**src/rtl/lcfg_pkg.sv**
```systemverilog
package lcfg_pkg;

  typedef enum logic [1:0] {
    KS_LOCKED = 2'd0,
    KS_HALF   = 2'd1,
    KS_OPEN   = 2'd2
  } key_state_e;

  localparam logic [7:0] KEY_ENTER  = 8'h87;
  localparam logic [7:0] KEY_EXIT   = 8'hAA;
  localparam logic [7:0] IDX_LDN    = 8'h07;
  localparam logic [7:0] IDX_CHIPID = 8'h20;
  localparam logic [7:0] IDX_ACTIVE = 8'h30;
  localparam logic [7:0] BYTE_FLOAT = 8'hFF;

endpackage

```
**src/rtl/lcfg_keyfsm.sv**
```systemverilog
module lcfg_keyfsm
  import lcfg_pkg::*;
(
  input  logic       clk,
  input  logic       rst_n,
  input  logic       idx_wr,
  input  logic [7:0] wdata,
  output logic       cfg_open,
  output logic       load_idx
);

  key_state_e st_q, st_d;

  always_comb begin
    st_d = st_q;
    if (idx_wr) begin
      case (st_q)
        KS_LOCKED: if (wdata == KEY_ENTER) st_d = KS_HALF;
        KS_HALF:   st_d = (wdata == KEY_ENTER) ? KS_OPEN : KS_LOCKED;
        KS_OPEN:   if (wdata == KEY_EXIT) st_d = KS_LOCKED;
        default:   st_d = KS_LOCKED;
      endcase
    end
  end

  always_ff @(posedge clk or negedge rst_n) begin
    if (!rst_n) st_q <= KS_LOCKED;
    else        st_q <= st_d;
  end

  assign cfg_open = (st_q == KS_OPEN);
  assign load_idx = idx_wr && cfg_open && (wdata != KEY_EXIT);

  AST_OPEN_NEEDS_TWO_KEYS: assert property (@(posedge clk) disable iff (!rst_n)
    $rose(cfg_open) |-> ($past(idx_wr && wdata == KEY_ENTER) && $past(st_q == KS_HALF)));

  AST_BROKEN_KEY_RESTARTS: assert property (@(posedge clk) disable iff (!rst_n)
    (idx_wr && st_q == KS_HALF && wdata != KEY_ENTER) |=> (st_q == KS_LOCKED));

  AST_EXIT_KEY_SEALS: assert property (@(posedge clk) disable iff (!rst_n)
    (idx_wr && cfg_open && wdata == KEY_EXIT) |=> !cfg_open);

endmodule

```
**src/rtl/lcfg_decode.sv**
```systemverilog
module lcfg_decode #(
  parameter int              ADDR_W  = 16,
  parameter logic [ADDR_W-1:0] BASE_LO = 16'h002E,
  parameter logic [ADDR_W-1:0] BASE_HI = 16'h004E
) (
  input  logic              clk,
  input  logic              rst_n,
  input  logic              base_sel,
  input  logic [ADDR_W-1:0] io_addr,
  input  logic              io_wr,
  input  logic              load_idx,
  input  logic [7:0]        wdata,
  output logic              idx_hit,
  output logic              dat_hit,
  output logic              idx_wr,
  output logic              dat_wr,
  output logic [7:0]        cur_idx
);

  logic [ADDR_W-1:0] base;
  logic [7:0]        idx_q, idx_d;

  assign base    = base_sel ? BASE_HI : BASE_LO;
  assign idx_hit = (io_addr == base);
  assign dat_hit = (io_addr == ADDR_W'(base + 1'b1));
  assign idx_wr  = io_wr && idx_hit;
  assign dat_wr  = io_wr && dat_hit;

  always_comb begin
    idx_d = idx_q;
    if (load_idx) idx_d = wdata;
  end

  always_ff @(posedge clk or negedge rst_n) begin
    if (!rst_n) idx_q <= 8'h00;
    else        idx_q <= idx_d;
  end

  assign cur_idx = idx_q;

endmodule

```
**src/rtl/lcfg_bank.sv**
```systemverilog
module lcfg_bank
  import lcfg_pkg::*;
#(
  parameter int         NUM_DEV = 4,
  parameter logic [7:0] CHIP_ID = 8'hA7
) (
  input  logic                 clk,
  input  logic                 rst_n,
  input  logic                 cfg_open,
  input  logic                 dat_wr,
  input  logic [7:0]           cur_idx,
  input  logic [7:0]           wdata,
  input  logic [8*NUM_DEV-1:0] dev_rdata,
  output logic [NUM_DEV-1:0]   dev_wr,
  output logic [NUM_DEV-1:0]   dev_active,
  output logic [7:0]           dat_rdata
);

  localparam int         DEV_W = (NUM_DEV > 1) ? $clog2(NUM_DEV) : 1;
  localparam logic [7:0] NDEV8 = 8'(NUM_DEV);

  logic [7:0]         ldn_q, ldn_d;
  logic [NUM_DEV-1:0] act_q, act_d;
  logic               wr_ok, sel_ok, sel_act;
  logic [DEV_W-1:0]   dsel;
  logic [7:0]         sel_rd;

  assign wr_ok  = cfg_open && dat_wr;
  assign sel_ok = (ldn_q < NDEV8);
  assign dsel   = ldn_q[DEV_W-1:0];

  always_comb begin
    ldn_d = ldn_q;
    if (wr_ok && cur_idx == IDX_LDN) ldn_d = wdata;
  end

  for (genvar g = 0; g < NUM_DEV; g++) begin : g_dev
    logic hit;
    assign hit       = wr_ok && sel_ok && (dsel == DEV_W'(g));
    assign act_d[g]  = (hit && cur_idx == IDX_ACTIVE) ? wdata[0] : act_q[g];
    assign dev_wr[g] = hit && (cur_idx > IDX_ACTIVE);
  end

  always_ff @(posedge clk or negedge rst_n) begin
    if (!rst_n) begin
      ldn_q <= 8'h00;
      act_q <= '0;
    end else begin
      ldn_q <= ldn_d;
      act_q <= act_d;
    end
  end

  always_comb begin
    sel_act = 1'b0;
    sel_rd  = BYTE_FLOAT;
    for (int d = 0; d < NUM_DEV; d++) begin
      if (dsel == DEV_W'(d)) begin
        sel_act = act_q[d];
        sel_rd  = dev_rdata[8*d +: 8];
      end
    end
  end

  always_comb begin
    if (cur_idx == IDX_LDN)           dat_rdata = ldn_q;
    else if (cur_idx == IDX_CHIPID)   dat_rdata = CHIP_ID;
    else if (cur_idx == IDX_ACTIVE)   dat_rdata = sel_ok ? {7'b0, sel_act} : BYTE_FLOAT;
    else if (cur_idx > IDX_ACTIVE)    dat_rdata = sel_ok ? sel_rd : BYTE_FLOAT;
    else                              dat_rdata = 8'h00;
  end

  assign dev_active = act_q;

  AST_STROBE_ONEHOT: assert property (@(posedge clk) disable iff (!rst_n)
    $onehot0(dev_wr));

  AST_LDN_HELD_ON_STROBE: assert property (@(posedge clk) disable iff (!rst_n)
    (dev_wr != '0) |=> $stable(ldn_q));

endmodule

```
**src/rtl/lcfg_port.sv**
```systemverilog
module lcfg_port
  import lcfg_pkg::*;
#(
  parameter int                ADDR_W  = 16,
  parameter logic [ADDR_W-1:0] BASE_LO = 16'h002E,
  parameter logic [ADDR_W-1:0] BASE_HI = 16'h004E,
  parameter int                NUM_DEV = 4,
  parameter logic [7:0]        CHIP_ID = 8'hA7
) (
  input  logic                 clk,
  input  logic                 rst_n,
  input  logic                 base_sel,
  input  logic [ADDR_W-1:0]    io_addr,
  input  logic                 io_wr,
  input  logic [7:0]           io_wdata,
  output logic [7:0]           io_rdata,
  output logic [7:0]           dev_addr,
  output logic [7:0]           dev_wdata,
  output logic [NUM_DEV-1:0]   dev_wr,
  input  logic [8*NUM_DEV-1:0] dev_rdata,
  output logic [NUM_DEV-1:0]   dev_active
);

  logic       rst_meta_q, rst_sync_q, rst_i_n;
  logic       idx_hit, dat_hit, idx_wr, dat_wr;
  logic       cfg_open, load_idx;
  logic [7:0] cur_idx, dat_rdata;

  always_ff @(posedge clk or negedge rst_n) begin
    if (!rst_n) begin
      rst_meta_q <= 1'b0;
      rst_sync_q <= 1'b0;
    end else begin
      rst_meta_q <= 1'b1;
      rst_sync_q <= rst_meta_q;
    end
  end
  assign rst_i_n = rst_sync_q;

  lcfg_decode #(.ADDR_W(ADDR_W), .BASE_LO(BASE_LO), .BASE_HI(BASE_HI)) u_decode (
    .clk(clk), .rst_n(rst_i_n), .base_sel(base_sel), .io_addr(io_addr),
    .io_wr(io_wr), .load_idx(load_idx), .wdata(io_wdata),
    .idx_hit(idx_hit), .dat_hit(dat_hit), .idx_wr(idx_wr), .dat_wr(dat_wr),
    .cur_idx(cur_idx)
  );

  lcfg_keyfsm u_keyfsm (
    .clk(clk), .rst_n(rst_i_n), .idx_wr(idx_wr), .wdata(io_wdata),
    .cfg_open(cfg_open), .load_idx(load_idx)
  );

  lcfg_bank #(.NUM_DEV(NUM_DEV), .CHIP_ID(CHIP_ID)) u_bank (
    .clk(clk), .rst_n(rst_i_n), .cfg_open(cfg_open), .dat_wr(dat_wr),
    .cur_idx(cur_idx), .wdata(io_wdata), .dev_rdata(dev_rdata),
    .dev_wr(dev_wr), .dev_active(dev_active), .dat_rdata(dat_rdata)
  );

  always_comb begin
    if (!cfg_open)    io_rdata = BYTE_FLOAT;
    else if (idx_hit) io_rdata = cur_idx;
    else if (dat_hit) io_rdata = dat_rdata;
    else              io_rdata = BYTE_FLOAT;
  end

  assign dev_addr  = cur_idx;
  assign dev_wdata = io_wdata;

  AST_SEALED_SILENT: assert property (@(posedge clk) disable iff (!rst_i_n)
    !cfg_open |-> (dev_wr == '0 && io_rdata == BYTE_FLOAT));

  AST_ACTIVE_FROZEN_SEALED: assert property (@(posedge clk) disable iff (!rst_i_n)
    !cfg_open |=> $stable(dev_active));

  AST_INDEX_HELD: assert property (@(posedge clk) disable iff (!rst_i_n)
    !(cfg_open && io_wr && idx_hit) |=> $stable(cur_idx));

endmodule

```
**config.mk**
```make
export PLATFORM = sky130hd
export DESIGN_NAME = lcfg_port
export DESIGN_NICKNAME = d
export VERILOG_FILES = /design/src/rtl/lcfg_pkg.sv /design/src/rtl/lcfg_keyfsm.sv /design/src/rtl/lcfg_decode.sv /design/src/rtl/lcfg_bank.sv /design/src/rtl/lcfg_port.sv
export SDC_FILE = /design/constraint.sdc
export NUM_CORES = 1
export LEC_CHECK = 0
export ABC_CLOCK_PERIOD_IN_PS = 5800
export CAP_MARGIN = 20
export CELL_PAD_IN_SITES_DETAIL_PLACEMENT = 0
export CELL_PAD_IN_SITES_GLOBAL_PLACEMENT = 1
export CORE_ASPECT_RATIO = 1.2
export CORE_UTILIZATION = 38
export DETAILED_ROUTE_END_ITERATION = 10
export DONT_BUFFER_PORTS = 1
export GPL_TIMING_DRIVEN = 1
export PLACE_DENSITY_LB_ADDON = 0.1
export REMOVE_ABC_BUFFERS = 1
export SLEW_MARGIN = 40
export SYNTH_ARGS = -nofsm -noshare
export SYNTH_HDL_FRONTEND = slang
export SYNTH_SLANG_ARGS = --single-unit
```
**constraint.sdc**
```tcl
create_clock -name clk -period 5.8 [get_ports clk]
set_clock_uncertainty 0.05 [all_clocks]
set_input_delay 1.16 -clock clk [delete_from_list [all_inputs] [get_ports clk]]
set_output_delay 1.16 -clock clk [all_outputs]
set_load 0.02 [all_outputs]
```
==> metrics.md, run 1 <==
| Metric | Value |
|---|---|
| Post-Syn Area | `0.00188 mm²` |
| Share of synthesized flip-flops with an asynchronous set or reset | `100%` |
| Clock buffers created by TritonCTS | `3` |
| Average detailed-routed wire length per instance | `21.4 µm` |
| Via count normalized by instance count | `6.35` |
| Clock latency reported for the late side of the worst-skew pair | `0.25 ns` |
| Unrepaired setup endpoints after global routing | `no` |
| Number of ports placed on the die boundary | `92` |
| Clock-pin slew reported for the worst setup and hold paths after clock tree synthesis | `0.08 ns` |
| Final cycle utilization of the critical path | `71.8%` |
| Arrival time at the worst endpoint | `2.96 ns` |
| Leakage power summed over all cells | `0.775 nW` |
| Setup TNS | `0 ns` |
| Max-slew violations | `0` |
| Hold bufs inserted after CTS | `0` |
| Die area | `0.00524 mm²` |
| Port Buffer Count | `0` |
| Minimum setup slack in the final design | `1.63 ns` |
| Cell Count, Final, Fillers Out | `220` |
| Yosys warning total | `0` |
| Maximum number of pins on one net before global-route repair | `23` |
| Std-Cell Core Area | `0.00466 mm²` |
| Gate count of the mapped netlist | `175` |
| Transition time at the pin with the least slew margin | `0.780 ns` |
| Post-layout nets | `223` |
| # diodes | `0` |
| Synth top area share | `31.9%` |
| Std cell rows | `27` |
| Total number of vias | `1,398` |
| Buffer type at the clock tree root | `sky130_fd_sc_hd__clkbuf_8` |
| Worst Reg2Reg Path Length in Cells | `4` |
| Slowest cell on the critical path | `sky130_fd_sc_hd__nor3_1` |
| Via count of the first global-routing pass | `1,348` |
| Number of antenna violations at the first check in global routing | `0` |
| Global router's overall resource usage | `18.4%` |
| Leading area contributor after synthesis | `sky130_fd_sc_hd__dfrtp_1` |
| Overflow after GRT | `0` |
| Post-CTS resize count | `0` |
| Synth unique cells | `44` |
| Chip Height | `79.1 µm` |
| Most common library cells after synthesis | `sky130_fd_sc_hd__dfrtp_1 (24), sky130_fd_sc_hd__nor2_1 (13), sky130_fd_sc_hd__mux2_1 (12)` |
| Power density over the cells | `148 mW/mm²` |
| Minimum setup slack among reg-to-reg paths | `3.48 ns` |
| Antenna-violating nets left | `0` |
| Pre-CTS setup slack | `1.43 ns` |
| Final setup violation count | `0` |
| CP cell instances | `nor4_2 -> nand4_2 -> nor4_4 -> nand3_1 -> nor3_1` |
| Number of DRC markers after the initial detailed-route iteration | `54` |
| Total placed cells including tap cells | `216` |
| Number of setup buffers added after CTS | `0` |
| Critical path endpoint category | `output pin` |
| Peak supply drop | `0.000170 V` |
| Total wire length | `4.72 mm` |
| Worst stage delay on the critical path | `0.56 ns` |
| Period minus WS final | `4.17 ns` |
| Placer's final routability congestion estimate | `0.709` |
| Maximum level of the CTS H-tree | `1` |
| Data required, critical path | `4.59 ns` |
| Number of maximum-capacitance constraint violations | `0` |
| Number of synthesized flops with an enable pin | `0` |
| Area contributors post-synth | `sky130_fd_sc_hd__dfrtp_1 (32%), sky130_fd_sc_hd__mux4_2 (11%), sky130_fd_sc_hd__mux2_1 (7.2%), sky130_fd_sc_hd__mux2_4 (6.4%), sky130_fd_sc_hd__buf_4 (4.0%)` |
| Hold slack final | `0.176 ns` |
| Type of the worst setup path | `in2out` |
| Fraction of final layout cells sized beyond drive strength 1 | `21.6%` |
| CTS tree | `done` |
| F_max | `0.240 GHz` |
| Utilization after layout | `40.2%` |
| Die Wd | `66.2 µm` |
| Number of synthesized register bits | `24` |
| Count leader, synth | `sky130_fd_sc_hd__dfrtp_1` |
| Maximum fanout encountered on the critical timing path | `10` |
| Per-instance average area after synthesis | `10.8 µm²` |
| Max_slew headroom | `47.9%` |
| Signed area change from the synthesized netlist to the final layout | `-0.332%` |
| Initial standard-cell utilization of the core | `40.4%` |
| Final hold vios | `0` |
| Half-perimeter wire length of the detailed placement result | `3.71 mm` |
| Global-route wire length before repair | `7.31 mm` |
| Fraction of the yosys area taken by sequential cells | `31.9%` |
| Status | `completed` |
| Main flop type after synthesis | `sky130_fd_sc_hd__dfrtp_1` |
| DRC errors left | `0` |
| Clock sink count | `24` |
| Buffer levels on the longest clock path | `2` |
| Hold WC Path Type | `reg2async` |
| Startpoint class of the critical path | `primary input` |
| Length of the first detailed-routing pass in iterations | `5` |
## layout by cell type, fill, tap and decap left out, drive strengths merged, types with 3 or more instances in the layout
cell,synthesis,layout
a211oi,3,3
clkbuf,6,4
dfrtp,24,24
inv,7,7
mux2,21,21
mux4,9,9
nand2,12,12
nand3,5,5
nand4,4,4
nand4b,3,3
nor2,13,13
nor3,7,7
nor4,8,8
o211ai,3,3
o21ai,11,11
or4bb,3,3
## power breakdown
group          switching, W  internal [W]
registers        0.00000289      0.000168
logic            0.00000409    0.00000749
clock network     0.0000468     0.0000489
## path summary, 6_finish.rpt
check / from / to
worst max register to register: u_decode.cur_idx[6] / u_bank.ldn_q[0]
max in group asynchronous: rst_n / rst_i_n
worst min register to register: rst_i_n / u_bank.dev_active[3]
worst min-delay path: rst_i_n / u_bank.dev_active[3]
worst max-delay path: io_addr[9] / dev_wr[2]
min in group clk: rst_meta_q / rst_i_n
## worst max-delay path, delay by kind of cell
| kind | cells | cell delay, ns |
|---|---|---|
| and+or+nand+nor | 5 | 1.79 |
## state kept, by name, indices dropped and copies added (netlist names)
register / flops
u_bank.ldn_q: 8
rst_meta_q: 1
u_keyfsm.st_q: 2
u_decode.cur_idx: 8
rst_i_n: 1
u_bank.dev_active: 4
## cell families after synthesis
logic type | after synthesis | synth area share, %
other cells | 1 | 0.199
compound gates | 33 | 12.3
buf+inv | 24 | 8.44
simple gates | 63 | 22.2
flops | 24 | 31.9
mux | 30 | 24.9
## routing by layer
layer	share of wire, %	wire length [µm]	track usage (%)	vias up
met1	41	1930	23.7	703
li1	-	-	-	635
met5	0	0	0	-
met4	0.45	21	3.19	0
met2	52	2460	32.9	58
met3	6.5	305	2.30	2
## final cells by class
type                    count  area, µm²
fillers                   461       2790
multi-input cells         127       1130
flip-flops and latches     24        603
well taps                  58       72.6
clock buffers               4       45.0
inverters                   7       26.3
## metrics by stage
| stage | cell area [µm²] | power, W |
|---|---|---|
| finish | 1880 | 0.000278 |
| global route | 1880 | 0.000290 |
| CTS | 1870 | 0.000283 |
| detailed placement | 1820 | 0.000186 |
| global placement | 1820 | 0.000186 |
| floorplan | 1750 | 0.000184 |
Note: power is estimated with default switching activity, not from simulation.
==> run 2: changes to the inputs <==
--- a/config.mk
+++ b/config.mk
@@ -5,7 +5,7 @@
 export SDC_FILE = /design/constraint.sdc
 export NUM_CORES = 1
 export LEC_CHECK = 0
-export ABC_CLOCK_PERIOD_IN_PS = 5800
+export ABC_CLOCK_PERIOD_IN_PS = 3550
 export CAP_MARGIN = 20
 export CELL_PAD_IN_SITES_DETAIL_PLACEMENT = 0
 export CELL_PAD_IN_SITES_GLOBAL_PLACEMENT = 1
==> constraint.sdc (replaced) <==
create_clock -name clk -period 3.55 [get_ports clk]
set_clock_uncertainty 0.05 [all_clocks]
set_input_delay 0.71 -clock clk [delete_from_list [all_inputs] [get_ports clk]]
set_output_delay 0.71 -clock clk [all_outputs]
set_load 0.02 [all_outputs]
==> run 2 against run 1 <==
  * Clock power increased by 65%
  * Combinational power increased by 65%
  * Total power increased by 64%
  * Die area unchanged
  * Hold slack got worse by 0.087 ns
  * Critical path depth increased by 1
  * Core utilization increased by 1.3 points
  * Register-to-register slack got worse by 2.3 ns
  * First-iteration DRC count decreased by 20%
  * Cell area increased by 3.2%
  * Sequential share of layout area decreased by 1.1 points
  * Final cell count increased by 4.1%
  * Critical endpoint is now io_rdata[6]
  * Highest routed layer unchanged
==> metrics.md, run 2 (synthesized netlist as in run 1, its figures left out) <==
| Metric | Value |
|---|---|
| Max-slew violations | `0 (unchanged)` |
| Number of antenna violations at the first check in global routing | `0 (unchanged)` |
| Average detailed-routed wire length per instance | `20.5 µm (-4.5%)` |
| Global-route wire length before repair | `7.51 mm (+2.7%)` |
| Fill cell instance count of the final layout | `471 (+2.2%)` |
| CTS tree | `done` |
| Power density over the cells | `236 mW/mm² (+59%)` |
| Number of maximum-capacitance constraint violations | `0 (unchanged)` |
| Hold slack final | `0.0890 ns (-0.0867 ns)` |
| Cell Count, Final, Fillers Out | `229 (+4.1%)` |
| Chip Height | `79.1 µm (unchanged)` |
| Peak supply drop | `0.000209 V (+23%)` |
| Critical path endpoint category | `output pin` |
| Total wire length | `4.69 mm (-0.57%)` |
| Type of the worst setup path | `reg2out` |
| Maximum level of the CTS H-tree | `1 (unchanged)` |
| Post-layout nets | `232 (+4.0%)` |
| Leading cell type in the layout, fill and taps excluded | `sky130_fd_sc_hd__dfrtp_1` |
| Data required, critical path | `2.79 ns (-1.80 ns)` |
| Number of setup buffers added after CTS | `0 (unchanged)` |
| Total placed cells including tap cells | `225 (+4.2%)` |
| Overall Power | `0.000456 W (+64%)` |
| Hold WC Path Type | `in2async` |
| Std-Cell Core Area | `0.00466 mm² (unchanged)` |
| Number of DRC markers after the initial detailed-route iteration | `43 (-20%)` |
| Clock sink count | `24 (unchanged)` |
| F_max | `0.302 GHz` |
| Final cycle utilization of the critical path | `93.3%` |
| Critical Path Sink | `io_rdata[6]` |
| Signed area change from the synthesized netlist to the final layout | `2.86%` |
| Utilization after layout | `41.5% (+1.3 points)` |
| Arrival time at the worst endpoint | `2.55 ns (-0.41 ns)` |
| Antenna-violating nets left | `0 (unchanged)` |
| # diodes | `0 (unchanged)` |
| Clock latency reported for the late side of the worst-skew pair | `0.26 ns (about the same)` |
| Unrepaired setup endpoints after global routing | `no` |
| Minimum setup slack among reg-to-reg paths | `1.21 ns (-2.27 ns)` |
| Reg-to-reg critical path startpoint | `u_decode.cur_idx[6]` |
| Max_slew headroom | `53.7% (+5.8 points)` |
| Die area | `0.00524 mm² (unchanged)` |
| Buffer type at the clock tree root | `sky130_fd_sc_hd__clkbuf_8` |
| Transition time at the pin with the least slew margin | `0.693 ns (-0.0875 ns)` |
| Global router's overall resource usage | `19.0% (+0.62 points)` |
| Startpoint class of the critical path | `register` |
| Clock-pin slew reported for the worst setup and hold paths after clock tree synthesis | `0.08 ns (about the same)` |
| Std cell rows | `27 (unchanged)` |
| Most used cells in the layout excluding fill and tap cells | `sky130_fd_sc_hd__dfrtp_1 (23), sky130_fd_sc_hd__nor2_1 (13), sky130_fd_sc_hd__mux2_1 (12)` |
| Destination of the worst register-to-register timing path | `u_bank.ldn_q[7]` |
| Period minus WS final | `3.31 ns` |
| Clock buffers created by TritonCTS | `3 (unchanged)` |
| Via count normalized by instance count | `6.07 (-4.4%)` |
| Hold bufs inserted after CTS | `0 (unchanged)` |
| Setup TNS | `0 ns (unchanged)` |
| Placer's final routability congestion estimate | `0.724 (+2.1%)` |
| Die Wd | `66.2 µm (unchanged)` |
| Final hold vios | `0 (unchanged)` |
| Total number of vias | `1,391 (-0.50%)` |
| Final setup violation count | `0 (unchanged)` |
| Worst Reg2Reg Path Length in Cells | `4 (unchanged)` |
| Maximum fanout encountered on the critical timing path | `8 (-2)` |
| Maximum number of pins on one net before global-route repair | `23 (unchanged)` |
| Overflow after GRT | `0 (unchanged)` |
| Port Buffer Count | `0 (unchanged)` |
| Length of the first detailed-routing pass in iterations | `4 (-1)` |
| DRC errors left | `0 (unchanged)` |
| Number of ports placed on the die boundary | `92 (unchanged)` |
| Fraction of final layout cells sized beyond drive strength 1 | `24.6% (+3.0 points)` |
| Half-perimeter wire length of the detailed placement result | `3.79 mm (+2.1%)` |
| Buffer levels on the longest clock path | `2 (unchanged)` |
| CP Launch Point | `u_decode.cur_idx[6]` |
| Via count of the first global-routing pass | `1,469 (+9.0%)` |
| Status | `completed` |
| Initial standard-cell utilization of the core | `40.4% (unchanged)` |
| Leakage power summed over all cells | `0.822 nW (+6.0%)` |
| Post-CTS resize count | `0 (unchanged)` |
-- run 2: worst min-delay path by stage --
stage,startpoint,end
floorplan,rst_i_n,u_bank.dev_active[0]
global placement,rst_meta_q,rst_i_n
detailed placement,rst_i_n,u_bank.dev_active[2]
CTS,rst_n,rst_i_n
global route,rst_n,rst_i_n
finish,rst_n,rst_i_n
-- run 2: power by group --
group          leakage [nW]   total, W  internal [W]  switching, W
clock                0.0228   0.000158     0.0000799     0.0000783
sequential            0.325   0.000279      0.000274    0.00000465
combinational         0.474  0.0000191     0.0000123    0.00000684
total                 0.822   0.000456      0.000366     0.0000898
-- run 2: area by class of cell --
| class | count | area (µm²) | area share, % |
|---|---|---|---|
| Clock buffer | 4 | 45.0 | 2.33 |
| Multi-Input combinational cell | 127 | 1120 | 58.0 |
| Timing Repair Buffer | 9 | 67.6 | 3.49 |
| Tap cell | 58 | 72.6 | 3.75 |
| Inverter | 7 | 26.3 | 1.36 |
| Sequential cell | 24 | 602 | 31.1 |
-- run 2: worst max-delay path: stages (launching register included) --
cell	delay [ns]
sky130_fd_sc_hd__dfrtp_1	0.55
sky130_fd_sc_hd__nor4_1	0.40
sky130_fd_sc_hd__nor2b_1	0.62
sky130_fd_sc_hd__a22oi_1	0.14
sky130_fd_sc_hd__and3_1	0.22
sky130_fd_sc_hd__o21ai_0	0.19
sky130_fd_sc_hd__buf_4	0.17
-- run 2: per-layer routing --
| layer | vias up | global-route usage (%) | wire (µm) |
|---|---|---|---|
| met5 | - | 0 | 0 |
| met4 | 0 | 3.83 | 17 |
| met3 | 2 | 2.30 | 300 |
| met2 | 49 | 34.1 | 2450 |
| met1 | 685 | 24.2 | 1920 |
| li1 | 655 | - | - |
-- run 2: through the flow --
step / cell area, µm² / setup slack, ns
6_report: 1940 / 0.238
5_1_grt: 1940 / 0.0801
4_1_cts: 1940 / 0.258
3_5_place_dp: 1890 / 0.370
3_3_place_gp: 1890 / 0.452
2_1_floorplan: 1750 / 0.326
==> run 3: changes to the inputs <==
--- a/config.mk
+++ b/config.mk
@@ -10,7 +10,8 @@
 export CELL_PAD_IN_SITES_DETAIL_PLACEMENT = 0
 export CELL_PAD_IN_SITES_GLOBAL_PLACEMENT = 1
 export CORE_ASPECT_RATIO = 1.2
-export CORE_UTILIZATION = 38
+export CORE_MARGIN = 4
+export CORE_UTILIZATION = 42
 export DETAILED_ROUTE_END_ITERATION = 10
 export DONT_BUFFER_PORTS = 1
 export GPL_TIMING_DRIVEN = 1
==> run 3 against run 2 <==
  * Sequential power is essentially flat
  * Fmax grew 2.3%
  * Non-clock buffer count is 1 lower
  * Critical path depth shrank 2
  * Setup slack better by 0.076 ns
  * Cell area shrank 0.52%
  * Combinational power hardly changed
  * Clock power barely moved
  * Global-route usage is 2.2 points lower
  * Highest routed layer unchanged
==> metrics.md, run 3 (synthesized netlist as in run 1, its figures left out) <==
| Metric | Value |
|---|---|
| Total wire length | `4.77 mm (+1.7%)` |
| Most used cells in the layout excluding fill and tap cells | `sky130_fd_sc_hd__dfrtp_1 (23), sky130_fd_sc_hd__nor2_1 (13), sky130_fd_sc_hd__mux2_1 (12)` |
| Peak supply drop | `0.000326 V (+56%)` |
| DRC errors left | `0 (unchanged)` |
| Number of setup buffers added after CTS | `0 (unchanged)` |
| Final cycle utilization of the critical path | `91.2% (-2.1 points)` |
| Number of ports placed on the die boundary | `92 (unchanged)` |
| Via count normalized by instance count | `6.18 (+1.7%)` |
| Minimum setup slack among reg-to-reg paths | `1.28 ns (+0.07 ns)` |
| Die Wd | `69.1 µm (+4.3%)` |
| Power density over the cells | `236 mW/mm² (+0.28%)` |
| Data required, critical path | `2.79 ns (about the same)` |
| Global router's overall resource usage | `16.8% (-2.2 points)` |
| Type of the worst setup path | `reg2out` |
| Startpoint class of the critical path | `register` |
| Half-perimeter wire length of the detailed placement result | `3.80 mm (+0.37%)` |
| Transition time at the pin with the least slew margin | `0.799 ns (+0.106 ns)` |
| Via count of the first global-routing pass | `1,433 (-2.5%)` |
| Maximum fanout encountered on the critical timing path | `16 (+8)` |
| # diodes | `0 (unchanged)` |
| Critical path endpoint category | `output pin` |
| Unrepaired setup endpoints after global routing | `no` |
| Period minus WS final | `3.24 ns (-0.0757 ns)` |
| Placer's final routability congestion estimate | `0.801 (+11%)` |
| Clock sink count | `24 (unchanged)` |
| Cell Count, Final, Fillers Out | `226 (-1.3%)` |
| F_max | `0.309 GHz (+2.3%)` |
| Clock-pin slew reported for the worst setup and hold paths after clock tree synthesis | `0.08 ns (about the same)` |
| Port Buffer Count | `0 (unchanged)` |
| Signed area change from the synthesized netlist to the final layout | `2.33%` |
| Overflow after GRT | `0 (unchanged)` |
| Std-Cell Core Area | `0.00429 mm² (-7.9%)` |
| Average detailed-routed wire length per instance | `21.1 µm (+3.0%)` |
| Maximum level of the CTS H-tree | `1 (unchanged)` |
| Buffer levels on the longest clock path | `2 (unchanged)` |
| Initial standard-cell utilization of the core | `43.8% (+3.5 points)` |
| Global-route wire length before repair | `7.60 mm (+1.1%)` |
| Std cell rows | `26 (-3.7%)` |
| Antenna-violating nets left | `0 (unchanged)` |
| Max-slew violations | `0 (unchanged)` |
| Clock buffers created by TritonCTS | `3 (unchanged)` |
| Die area | `0.00562 mm² (+7.3%)` |
| Post-CTS resize count | `0 (unchanged)` |
| Final setup violation count | `0 (unchanged)` |
| Final hold vios | `0 (unchanged)` |
| Utilization after layout | `44.8% (+3.3 points)` |
| CTS tree | `done` |
| Reg-to-reg critical path startpoint | `u_bank.ldn_q[5]` |
| Hold bufs inserted after CTS | `0 (unchanged)` |
| Post-layout nets | `231 (-0.43%)` |
| Hold slack final | `0.0833 ns (-0.00568 ns)` |
| Worst Reg2Reg Path Length in Cells | `5 (+1)` |
| Maximum number of pins on one net before global-route repair | `23 (unchanged)` |
| Length of the first detailed-routing pass in iterations | `4 (unchanged)` |
| Total placed cells including tap cells | `222 (-1.3%)` |
| Max_slew headroom | `46.7% (-7.0 points)` |
| CP Launch Point | `u_bank.ldn_q[0]` |
| Leading cell type in the layout, fill and taps excluded | `sky130_fd_sc_hd__dfrtp_1` |
| Number of antenna violations at the first check in global routing | `0 (unchanged)` |
| Clock latency reported for the late side of the worst-skew pair | `0.26 ns (about the same)` |
| Arrival time at the worst endpoint | `2.48 ns (-0.07 ns)` |
| Chip Height | `81.3 µm (+2.8%)` |
| Leakage power summed over all cells | `0.816 nW (-0.66%)` |
| Critical Path Sink | `io_rdata[0]` |
| Hold WC Path Type | `in2async` |
| Fraction of final layout cells sized beyond drive strength 1 | `24.1% (-0.44 points)` |
| Number of maximum-capacitance constraint violations | `0 (unchanged)` |
| Buffer type at the clock tree root | `sky130_fd_sc_hd__clkbuf_8` |
| Status | `completed` |
| Destination of the worst register-to-register timing path | `u_bank.dev_active[1]` |
| Number of DRC markers after the initial detailed-route iteration | `53 (+23%)` |
| Setup TNS | `0 ns (unchanged)` |
| Total number of vias | `1,396 (+0.36%)` |
==> run 3: how the worst min path moves through the flow <==
stage / start / to / cells after the start / slack [ns]
after floorplan: rst_i_n / u_bank.dev_active[0] / 0 / 0.23
after global placement: rst_meta_q / rst_i_n / 0 / 0.29
after detailed placement: rst_i_n / u_keyfsm.st_q[1] / 0 / 0.19
after CTS: rst_n / rst_i_n / 0 / 0.07
after global routing: rst_n / rst_i_n / 0 / 0.06
final: rst_n / rst_i_n / 0 / 0.08
==> run 3: worst max-delay path, stage by stage (launching register included) <==
cell and delay [ns]:
sky130_fd_sc_hd__dfrtp_1 0.87, sky130_fd_sc_hd__mux4_2 0.58, sky130_fd_sc_hd__mux2_2 0.28, sky130_fd_sc_hd__o211ai_1 0.16
sky130_fd_sc_hd__o2111ai_1 0.33
==> run 3: layer usage <==
| metal | vias up | part of all wire [%] | global-route usage, % |
|---|---|---|---|
| met5 | - | 0 | 0 |
| met4 | 0 | 1.0 | 3.71 |
| met3 | 6 | 7.8 | 4.70 |
| met2 | 58 | 51 | 29.6 |
| met1 | 683 | 41 | 20.6 |
| li1 | 649 | - | - |
==> run 3: power by group <==
group	internal, W	switching [W]	leakage, nW
Combinational	0.0000123	0.00000703	0.469
Clock	0.0000799	0.0000768	0.0228
Sequential	0.000274	0.00000470	0.325
==> run 3: through the flow <==
step,cell area (µm²),setup WS (ns),power [W]
2_1_floorplan,1750,0.326,0.000301
3_3_place_gp,1880,0.473,0.000304
3_5_place_dp,1880,0.377,0.000304
4_1_cts,1930,0.280,0.000465
5_1_grt,1930,0.145,0.000478
6_report,1930,0.314,0.000455
==> run 3: layout make-up <==
class                           count  area (µm²)
Fill cell                         432        2370
Inverter                            7        26.3
Multi-Input combinational cell    127        1120
Tap cell                           56        70.1
Sequential cell                    24         602
Timing Repair Buffer                8        60.1
Clock buffer                        4        45.0
